File: config.mk
export PLATFORM = sky130hd
export DESIGN_NAME = ovf_irq_ctrl
export DESIGN_NICKNAME = d
export VERILOG_FILES = /design/src/rtl/ovf_irq_pkg.sv /design/src/rtl/ovf_mask_reg.sv /design/src/rtl/ovf_status_reg.sv /design/src/rtl/ovf_rd_port.sv /design/src/rtl/ovf_irq_ctrl.sv
export SDC_FILE = /design/constraint.sdc
export NUM_CORES = 1
export LEC_CHECK = 0
export ABC_AREA = 1
export BUFFER_PORTS_ARGS = -buffer_cell sky130_fd_sc_hd__buf_2
export CAP_MARGIN = 40
export CORE_MARGIN = 1
export CORE_UTILIZATION = 39
export CTS_BUF_LIST = sky130_fd_sc_hd__clkbuf_2 sky130_fd_sc_hd__clkbuf_4 sky130_fd_sc_hd__clkbuf_8
export CTS_CLUSTER_DIAMETER = 120
export DETAILED_ROUTE_END_ITERATION = 10
export PLACE_DENSITY_LB_ADDON = 0.3
export SYNTH_ARGS = -nofsm -noshare
export SYNTH_HDL_FRONTEND = slang
export SYNTH_SLANG_ARGS = --single-unit
File: constraint.sdc
create_clock -name clk -period 1.3 [get_ports clk]
set_clock_uncertainty 0.15 [all_clocks]
set_input_delay 0.325 -clock clk [delete_from_list [all_inputs] [get_ports clk]]
set_output_delay 0.325 -clock clk [all_outputs]
set_load 0.005 [all_outputs]
File: src/rtl/ovf_irq_pkg.sv
package ovf_irq_pkg;
  localparam int unsigned REG_AW = 12;
  localparam logic [REG_AW-1:0] OFS_EN_SET = 12'hCB8;
  localparam logic [REG_AW-1:0] OFS_EN_CLR = 12'hCBC;
  localparam logic [REG_AW-1:0] OFS_EN_RD  = 12'hCC0;
  localparam logic [REG_AW-1:0] OFS_ST_CLR = 12'hCC4;
  localparam logic [REG_AW-1:0] OFS_ST_RD  = 12'hCC8;
endpackage

File: src/rtl/ovf_mask_reg.sv
module ovf_mask_reg #(
  parameter int unsigned W = 24
) (
  input  logic         clk,
  input  logic         rst,
  input  logic         set_we,
  input  logic         clr_we,
  input  logic [W-1:0] wbits,
  output logic [W-1:0] mask_q
);
  always_ff @(posedge clk) begin
    if (rst)
      mask_q <= '0;
    else if (set_we)
      mask_q <= mask_q | wbits;
    else if (clr_we)
      mask_q <= mask_q & ~wbits;
  end
endmodule

File: src/rtl/ovf_status_reg.sv
module ovf_status_reg #(
  parameter int unsigned W = 24
) (
  input  logic         clk,
  input  logic         rst,
  input  logic [W-1:0] ovf,
  input  logic         clr_we,
  input  logic [W-1:0] wbits,
  output logic [W-1:0] st_q
);
  for (genvar i = 0; i < W; i++) begin : g_bit
    // a new overflow outranks a simultaneous acknowledge
    always_ff @(posedge clk) begin
      if (rst)
        st_q[i] <= 1'b0;
      else if (ovf[i])
        st_q[i] <= 1'b1;
      else if (clr_we && wbits[i])
        st_q[i] <= 1'b0;
    end
  end
endmodule

File: src/rtl/ovf_rd_port.sv
module ovf_rd_port
  import ovf_irq_pkg::*;
#(
  parameter int unsigned W      = 24,
  parameter int unsigned DATA_W = 32
) (
  input  logic              clk,
  input  logic              rst,
  input  logic              rd_en,
  input  logic [REG_AW-1:0] addr,
  input  logic [W-1:0]      mask,
  input  logic [W-1:0]      status,
  output logic [DATA_W-1:0] rdata_q
);
  logic [DATA_W-1:0] sel;

  always_comb begin
    sel = '0;
    unique case (addr)
      OFS_EN_RD: sel[W-1:0] = mask;
      OFS_ST_RD: sel[W-1:0] = status;
      default:   sel = '0;
    endcase
  end

  always_ff @(posedge clk) begin
    if (rst)
      rdata_q <= '0;
    else if (rd_en)
      rdata_q <= sel;
  end
endmodule

File: src/rtl/ovf_irq_ctrl.sv
module ovf_irq_ctrl
  import ovf_irq_pkg::*;
#(
  parameter int unsigned GEN_N  = 16,
  parameter int unsigned BW_N   = 8,
  parameter int unsigned DATA_W = 32
) (
  input  logic              clk,
  input  logic              rst,
  input  logic              wr_en,
  input  logic              rd_en,
  input  logic [REG_AW-1:0] addr,
  input  logic [DATA_W-1:0] wdata,
  output logic [DATA_W-1:0] rdata,
  input  logic [GEN_N-1:0]  gen_ovf,
  input  logic [BW_N-1:0]   bw_ovf,
  output logic              irq
);
  localparam int unsigned SRC_N = GEN_N + BW_N;

  logic [SRC_N-1:0] ovf_vec;
  logic [SRC_N-1:0] wbits;
  logic [SRC_N-1:0] en_q;
  logic [SRC_N-1:0] st_q;
  logic             unused_hi;
  logic             irq_q;

  // general counters sit above the bandwidth counters
  assign ovf_vec   = {gen_ovf, bw_ovf};
  assign wbits     = wdata[SRC_N-1:0];
  assign unused_hi = ^wdata[DATA_W-1:SRC_N];

  ovf_mask_reg #(.W(SRC_N)) mask_i (
    .clk    (clk),
    .rst    (rst),
    .set_we (wr_en && (addr == OFS_EN_SET)),
    .clr_we (wr_en && (addr == OFS_EN_CLR)),
    .wbits  (wbits),
    .mask_q (en_q)
  );

  ovf_status_reg #(.W(SRC_N)) stat_i (
    .clk    (clk),
    .rst    (rst),
    .ovf    (ovf_vec),
    .clr_we (wr_en && (addr == OFS_ST_CLR)),
    .wbits  (wbits),
    .st_q   (st_q)
  );

  ovf_rd_port #(.W(SRC_N), .DATA_W(DATA_W)) rd_i (
    .clk     (clk),
    .rst     (rst),
    .rd_en   (rd_en),
    .addr    (addr),
    .mask    (en_q),
    .status  (st_q),
    .rdata_q (rdata)
  );

  always_ff @(posedge clk) begin
    if (rst)
      irq_q <= 1'b0;
    else
      irq_q <= |(st_q & en_q);
  end

  assign irq = irq_q;
endmodule

==> results of run 1 <==
per-stage QoR:
step	hold WS, ns	setup WS [ns]	util	setup TNS, ns
2_1_floorplan	0.296	-0.0393	-	-1.77
3_3_place_gp	0.310	-0.189	0.497	-12.16
3_5_place_dp	0.316	-0.223	0.497	-13.85
4_1_cts	0.0437	0.00852	0.522	0
5_1_grt	0.0462	-0.00633	0.524	-0.00633
6_report	0.0593	0.0243	0.524	0
path summary, 6_finish.rpt:
| check | endpoint | startpoint | slack (ns) | cells past startpoint |
|---|---|---|---|---|
| worst max-delay path | rdata[22] | rd_i.rdata_q[22] | 0.02 | 1 |
| worst min-delay path | stat_i.st_q[16] | gen_ovf[8] | 0.06 | 3 |
| worst max register to register | irq | flip-flop | 0.12 | 6 |
| worst min register to register | flip-flop | flip-flop | 0.33 | 2 |
worst register-to-register path: stages, from the launching register on:
cell     delay (ns)
dfxtp_1        0.33
nand2_1        0.10
nand2_1        0.07
nor2_1         0.16
nand3_1        0.10
nor2_1         0.10
nor2_1         0.06
power breakdown:
part / internal [uW] / switching, uW
sequential: 2330 / 60.2
clock: 1090 / 803
combinational: 237 / 291
kinds of logic after synthesis:
group / synth area share
flip-flops: 0.404
other: 0.00104
AO/OA/AOI/OAI: 0.0677
AND/OR/NAND/NOR: 0.407
buffers and inverters: 0.121
layout make-up:
class                      instances  area share
multi-input combinational        385       0.397
sequential                        73       0.320
timing repair buffer             106       0.165
inverter                          53      0.0429
clock buffer                      14      0.0389
tap                              108      0.0291
clock inverter                     2     0.00756
repair_timing:
action	CTS	global route
endpoints found under the setup margin	4	14
pin swaps	0	0
hold endpoints to repair	0	0
gates resized for setup	4	13
cells in the mapped netlist (2+ instances only):
master | instances | area [um^2]
buf_2 | 16 | 80.1
nor2_1 | 58 | 218
buf_1 | 2 | 7.51
buf_6 | 2 | 22.5
inv_1 | 53 | 199
a21oi_1 | 49 | 245
buf_4 | 12 | 90.1
nand2_1 | 111 | 417
nor2_4 | 4 | 45.0
nor2_2 | 3 | 18.8
dfxtp_1 | 73 | 1460
nand3_1 | 148 | 741
clkbuf_1 | 10 | 37.5
nand2_2 | 2 | 12.5
metal layers:
| metal | wire [um] | up-vias |
|---|---|---|
| met1 | 4140 | 1735 |
| li1 | - | 1916 |
| met3 | 637 | 18 |
| met2 | 4830 | 135 |
| met4 | 195 | 0 |
| met5 | 0 | - |
==> results.ini, run 1 <==
[status]
outcome = complete, no violations

[global_routing]
first_global_vias = 3711
gr-max-usage-layer = met2
grt_util_met3 = 0.0451
met2_usage = 0.363
grt.total_usage = 0.214
global_routing_met1_resource_utilization = 0.259
grt_max_degree = 37
grt_overflow_total = 0
grt_antenna_before_repair = 1
grt_pass1_wl_um = 16800

[cells_and_area]
multi_input_area_um2 = 1840
area_delta_synth_final_pct = 28.1
finish.instance_area_um2 = 4640
leading_cell_types_in_the_layout_fill_and_taps_excluded = nand3_1 (137), nand2_1 (109), buf_2 (88)
layout-drive-gt1-share = 0.262
num-fill-cells = 860
final_nets = 700
regArea_um2 = 1480
antennaDiodeCount = 0
final_cells = 741
layout.cells.most_common = nand3_1

[floorplanning]
design.portCount = 105
site_rows = 34
die_outline_height_um = 98.4
core_region_area_um2 = 8850
die_area_um2 = 9670
die_x_um = 98.4
initial_core_util = 0.409

[power_and_ir_drop]
power_density_nw_per_um2 = 1040
max-vdd-ir-drop_v = 0.000583
post-layout-total-power_uw = 4810
power_leakage_uw = 0.00216

[timing]
period_minus_slack_ns = 1.28
finalCritPeriodShare = 0.981
final-setup-viol-count = 0
timing_max_transition_violations_final = 0
max_clock_freq_ghz = 0.784
finalHoldViolations = 0
setup_repair_after_global_routing_missed_its_margin = yes

[critical_path]
worst-setup-path-type = flip-flop to output pin
worst-path-max-fanout = 2
arrival_ns = 0.80
timing.critical_path.buf_inv = 1
critical-path-top-delay-family = flip-flops
type_of_element_capturing_the_critical_path = output pin
start_kind = flip-flop
critical-path-max-stage-delay_ns = 0.35
cp_data_required_time_ns = 0.82
crit_path_top_delay_cell = dfxtp_2
timing.critical_path.cells = buf_2

[clock_tree]
insertion_delay_ns = 0.34
cts_max_path_buffers = 2
cts.repair_timing.setup_buffer_count = 0
total_number_of_clock_tree_sinks = 73
clock_tree.htree_level_count = 3
tritoncts = yes
clk_root_buffer_cell = clkbuf_8
number_of_cts_inserted_buffers = 9
cts-hold-fix-buffers = 0
cts.reportedPaths.clkPinSlew_ns = 0.07

[yosys]
syn-mean-instance-area_um2 = 6.63
yosysWarnings = 0
syn_inst = 546
dominantRegCellSynth = dfxtp_1
synth-async-reset-ratio = 0
mappedNetlistArea_um2 = 3620
count_of_flip_flops_with_a_built_in_enable_after_synthesis = 0
ys_ff_latch = 73
synth_cell_type_count = 17
seq_area_frac_synth = 0.404

[place]
placed_cell_area_um2 = 4400
routabilityCongestion = 0.787
port_buffers = 88
hpwl_um = 6610
place_inst = 725

[detailed_routing]
drt_first_pass_iters = 6
drt_wl_cell_um = 13.2
drtAntennaViolNets = 0
dr.first_iter.drc_count = 281
wirelength_um = 9800
count_of_vias_placed_by_the_detailed_router = 3804
post-route-drc-count = 0
detail_route.vias_per_cell = 5.13

[hold_path]
hold_path.class = input pin to flip-flop

[flow_run]
drv.max_cap_violation_count = 0

Note: power is estimated with default switching activity, not from simulation.
==> run 2: changes to the inputs <==
==> constraint.sdc (replaced) <==
create_clock -name clk -period 1.3 [get_ports clk]
set_clock_uncertainty 0.15 [all_clocks]
set_input_delay 0.065 -clock clk [delete_from_list [all_inputs] [get_ports clk]]
set_output_delay 0.065 -clock clk [all_outputs]
set_load 0.005 [all_outputs]
==> run 2 against run 1 <==
The run now ends with DRC left; flip-flop and latch count is the same; hold slack better by 0.0014 ns; combinational power is 11% higher; die area unchanged.
==> results.ini, run 2 (synthesized netlist as in run 1, its figures left out) <==
[status]
outcome = complete, but fails checks
violated_checks = DRC

[cells_and_area]
multi_input_area_um2 = 1750
antennaDiodeCount = 0
final_nets = 741
num-fill-cells = 863
final_cells = 782
leading_cell_types_in_the_layout_fill_and_taps_excluded = nand3_1 (148), nand2_1 (111), buf_2 (88)
layout-drive-gt1-share = 0.187
regArea_um2 = 1460
layout.cells.most_common = nand3_1
area_delta_synth_final_pct = 36.1

[floorplanning]
die_x_um = 98.4
initial_core_util = 0.409
die_area_um2 = 9670
site_rows = 34
core_region_area_um2 = 8850
design.portCount = 105
die_outline_height_um = 98.4

[place]
hpwl_um = 5990
port_buffers = 88
place_inst = 718
routabilityCongestion = 0.736

[global_routing]
grt_pass1_wl_um = 16800
grt_overflow_total = 0
grt_antenna_before_repair = 0
grt.total_usage = 0.213
grt_max_degree = 74
first_global_vias = 3739

[timing]
final-setup-viol-count = 0
finalCritPeriodShare = 0.894
final.hold.worst_slack_ns = 0.0607
finalHoldViolations = 0
timing_max_transition_violations_final = 0
setup_repair_after_global_routing_missed_its_margin = no
period_minus_slack_ns = 1.16
max_clock_freq_ghz = 0.861

[detailed_routing]
wirelength_um = 9700
drt_first_pass_iters = 10
drtAntennaViolNets = 0
post-route-drc-count = 8
detail_route.vias_per_cell = 5.00
count_of_vias_placed_by_the_detailed_router = 3907
drt_wl_cell_um = 12.4
dr.first_iter.drc_count = 286

[clock_tree]
cts.reportedPaths.clkPinSlew_ns = 0.08
ctsResizeCount = 0
tritoncts = yes
insertion_delay_ns = 0.35
number_of_cts_inserted_buffers = 9
clk_root_buffer_cell = clkbuf_8
total_number_of_clock_tree_sinks = 73
cts-hold-fix-buffers = 48
cts_max_path_buffers = 2
clock_tree.htree_level_count = 3
cts.repair_timing.setup_buffer_count = 0

[critical_path]
crit_path_top_delay_cell = dfxtp_1
worst-path-max-fanout = 3
timing.critical_path.buf_inv = 0
worst-setup-path-type = flip-flop to flip-flop
type_of_element_capturing_the_critical_path = flip-flop
arrival_ns = 1.25
critical-path-top-delay-family = simple AND/OR/NAND/NOR gates
cp_data_required_time_ns = 1.38
critical-path-max-stage-delay_ns = 0.33
start_kind = flip-flop
timing.critical_path.cells = nand2_1, nand2_1, a21oi_1, nand3_1, nor2_1, nor2_1

[flow_run]
drv.max_cap_violation_count = 0

[power_and_ir_drop]
max-vdd-ir-drop_v = 0.000645
power_leakage_uw = 0.00230
power_density_nw_per_um2 = 1040

[hold_path]
hold_path.class = input pin to flip-flop

run 2: layer usage:
metal / routed length (um) / global-route usage / vias up
met1: 4280 / 0.258 / 1764
met4: 129 / 0.0792 / 0
met2: 4700 / 0.373 / 136
met5: 0 / 0 / -
li1: - / - / 1997
met3: 594 / 0.0429 / 10
run 2: worst register-to-register path, stage by stage (launching register included):
cell and delay, ns:
dfxtp_1 0.33, nand2_1 0.06, nand2_1 0.05, a21oi_1 0.18
nand3_1 0.10, nor2_1 0.12, nor2_1 0.05
run 2: layout make-up:
type	instances	area share
Inverter	53	0.0404
Clock buffer	9	0.0251
Sequential cell	73	0.296
Multi-Input combinational cell	385	0.355
Timing Repair Buffer	147	0.231
Tap cell	108	0.0274
Clock inverter	7	0.0239
run 2: power breakdown:
group | total (uW) | internal (uW) | switching (uW)
Combinational | 585 | 297 | 288
Sequential | 2380 | 2320 | 60.1
Clock | 2160 | 1280 | 886
Total | 5130 | 3900 | 1230
run 2: stage by stage:
step                      instance area [um^2]   util   TNS, ns  power, uW  setup slack [ns]
after floorplan                           3650      -         0       2680             0.170
after global placement                    4210  0.476  -0.00729       2900          -0.00461
after detailed placement                  4210  0.476    -0.313       2910           -0.0311
after CTS                                 4930  0.557         0       5180            0.0987
after global routing                      4930  0.557         0       5360            0.0315
final                                     4930  0.557         0       5130             0.138
run 2: final timing paths:
check              endpoint  cells past startpoint           start  slack (ns)
setup / recovery        irq                      6  stat_i.st_q[2]        0.14
hold / removal    flip-flop                      3             rst        0.06
setup reg to reg        irq                      6  stat_i.st_q[2]        0.14
hold reg to reg   flip-flop                      2       flip-flop        0.33
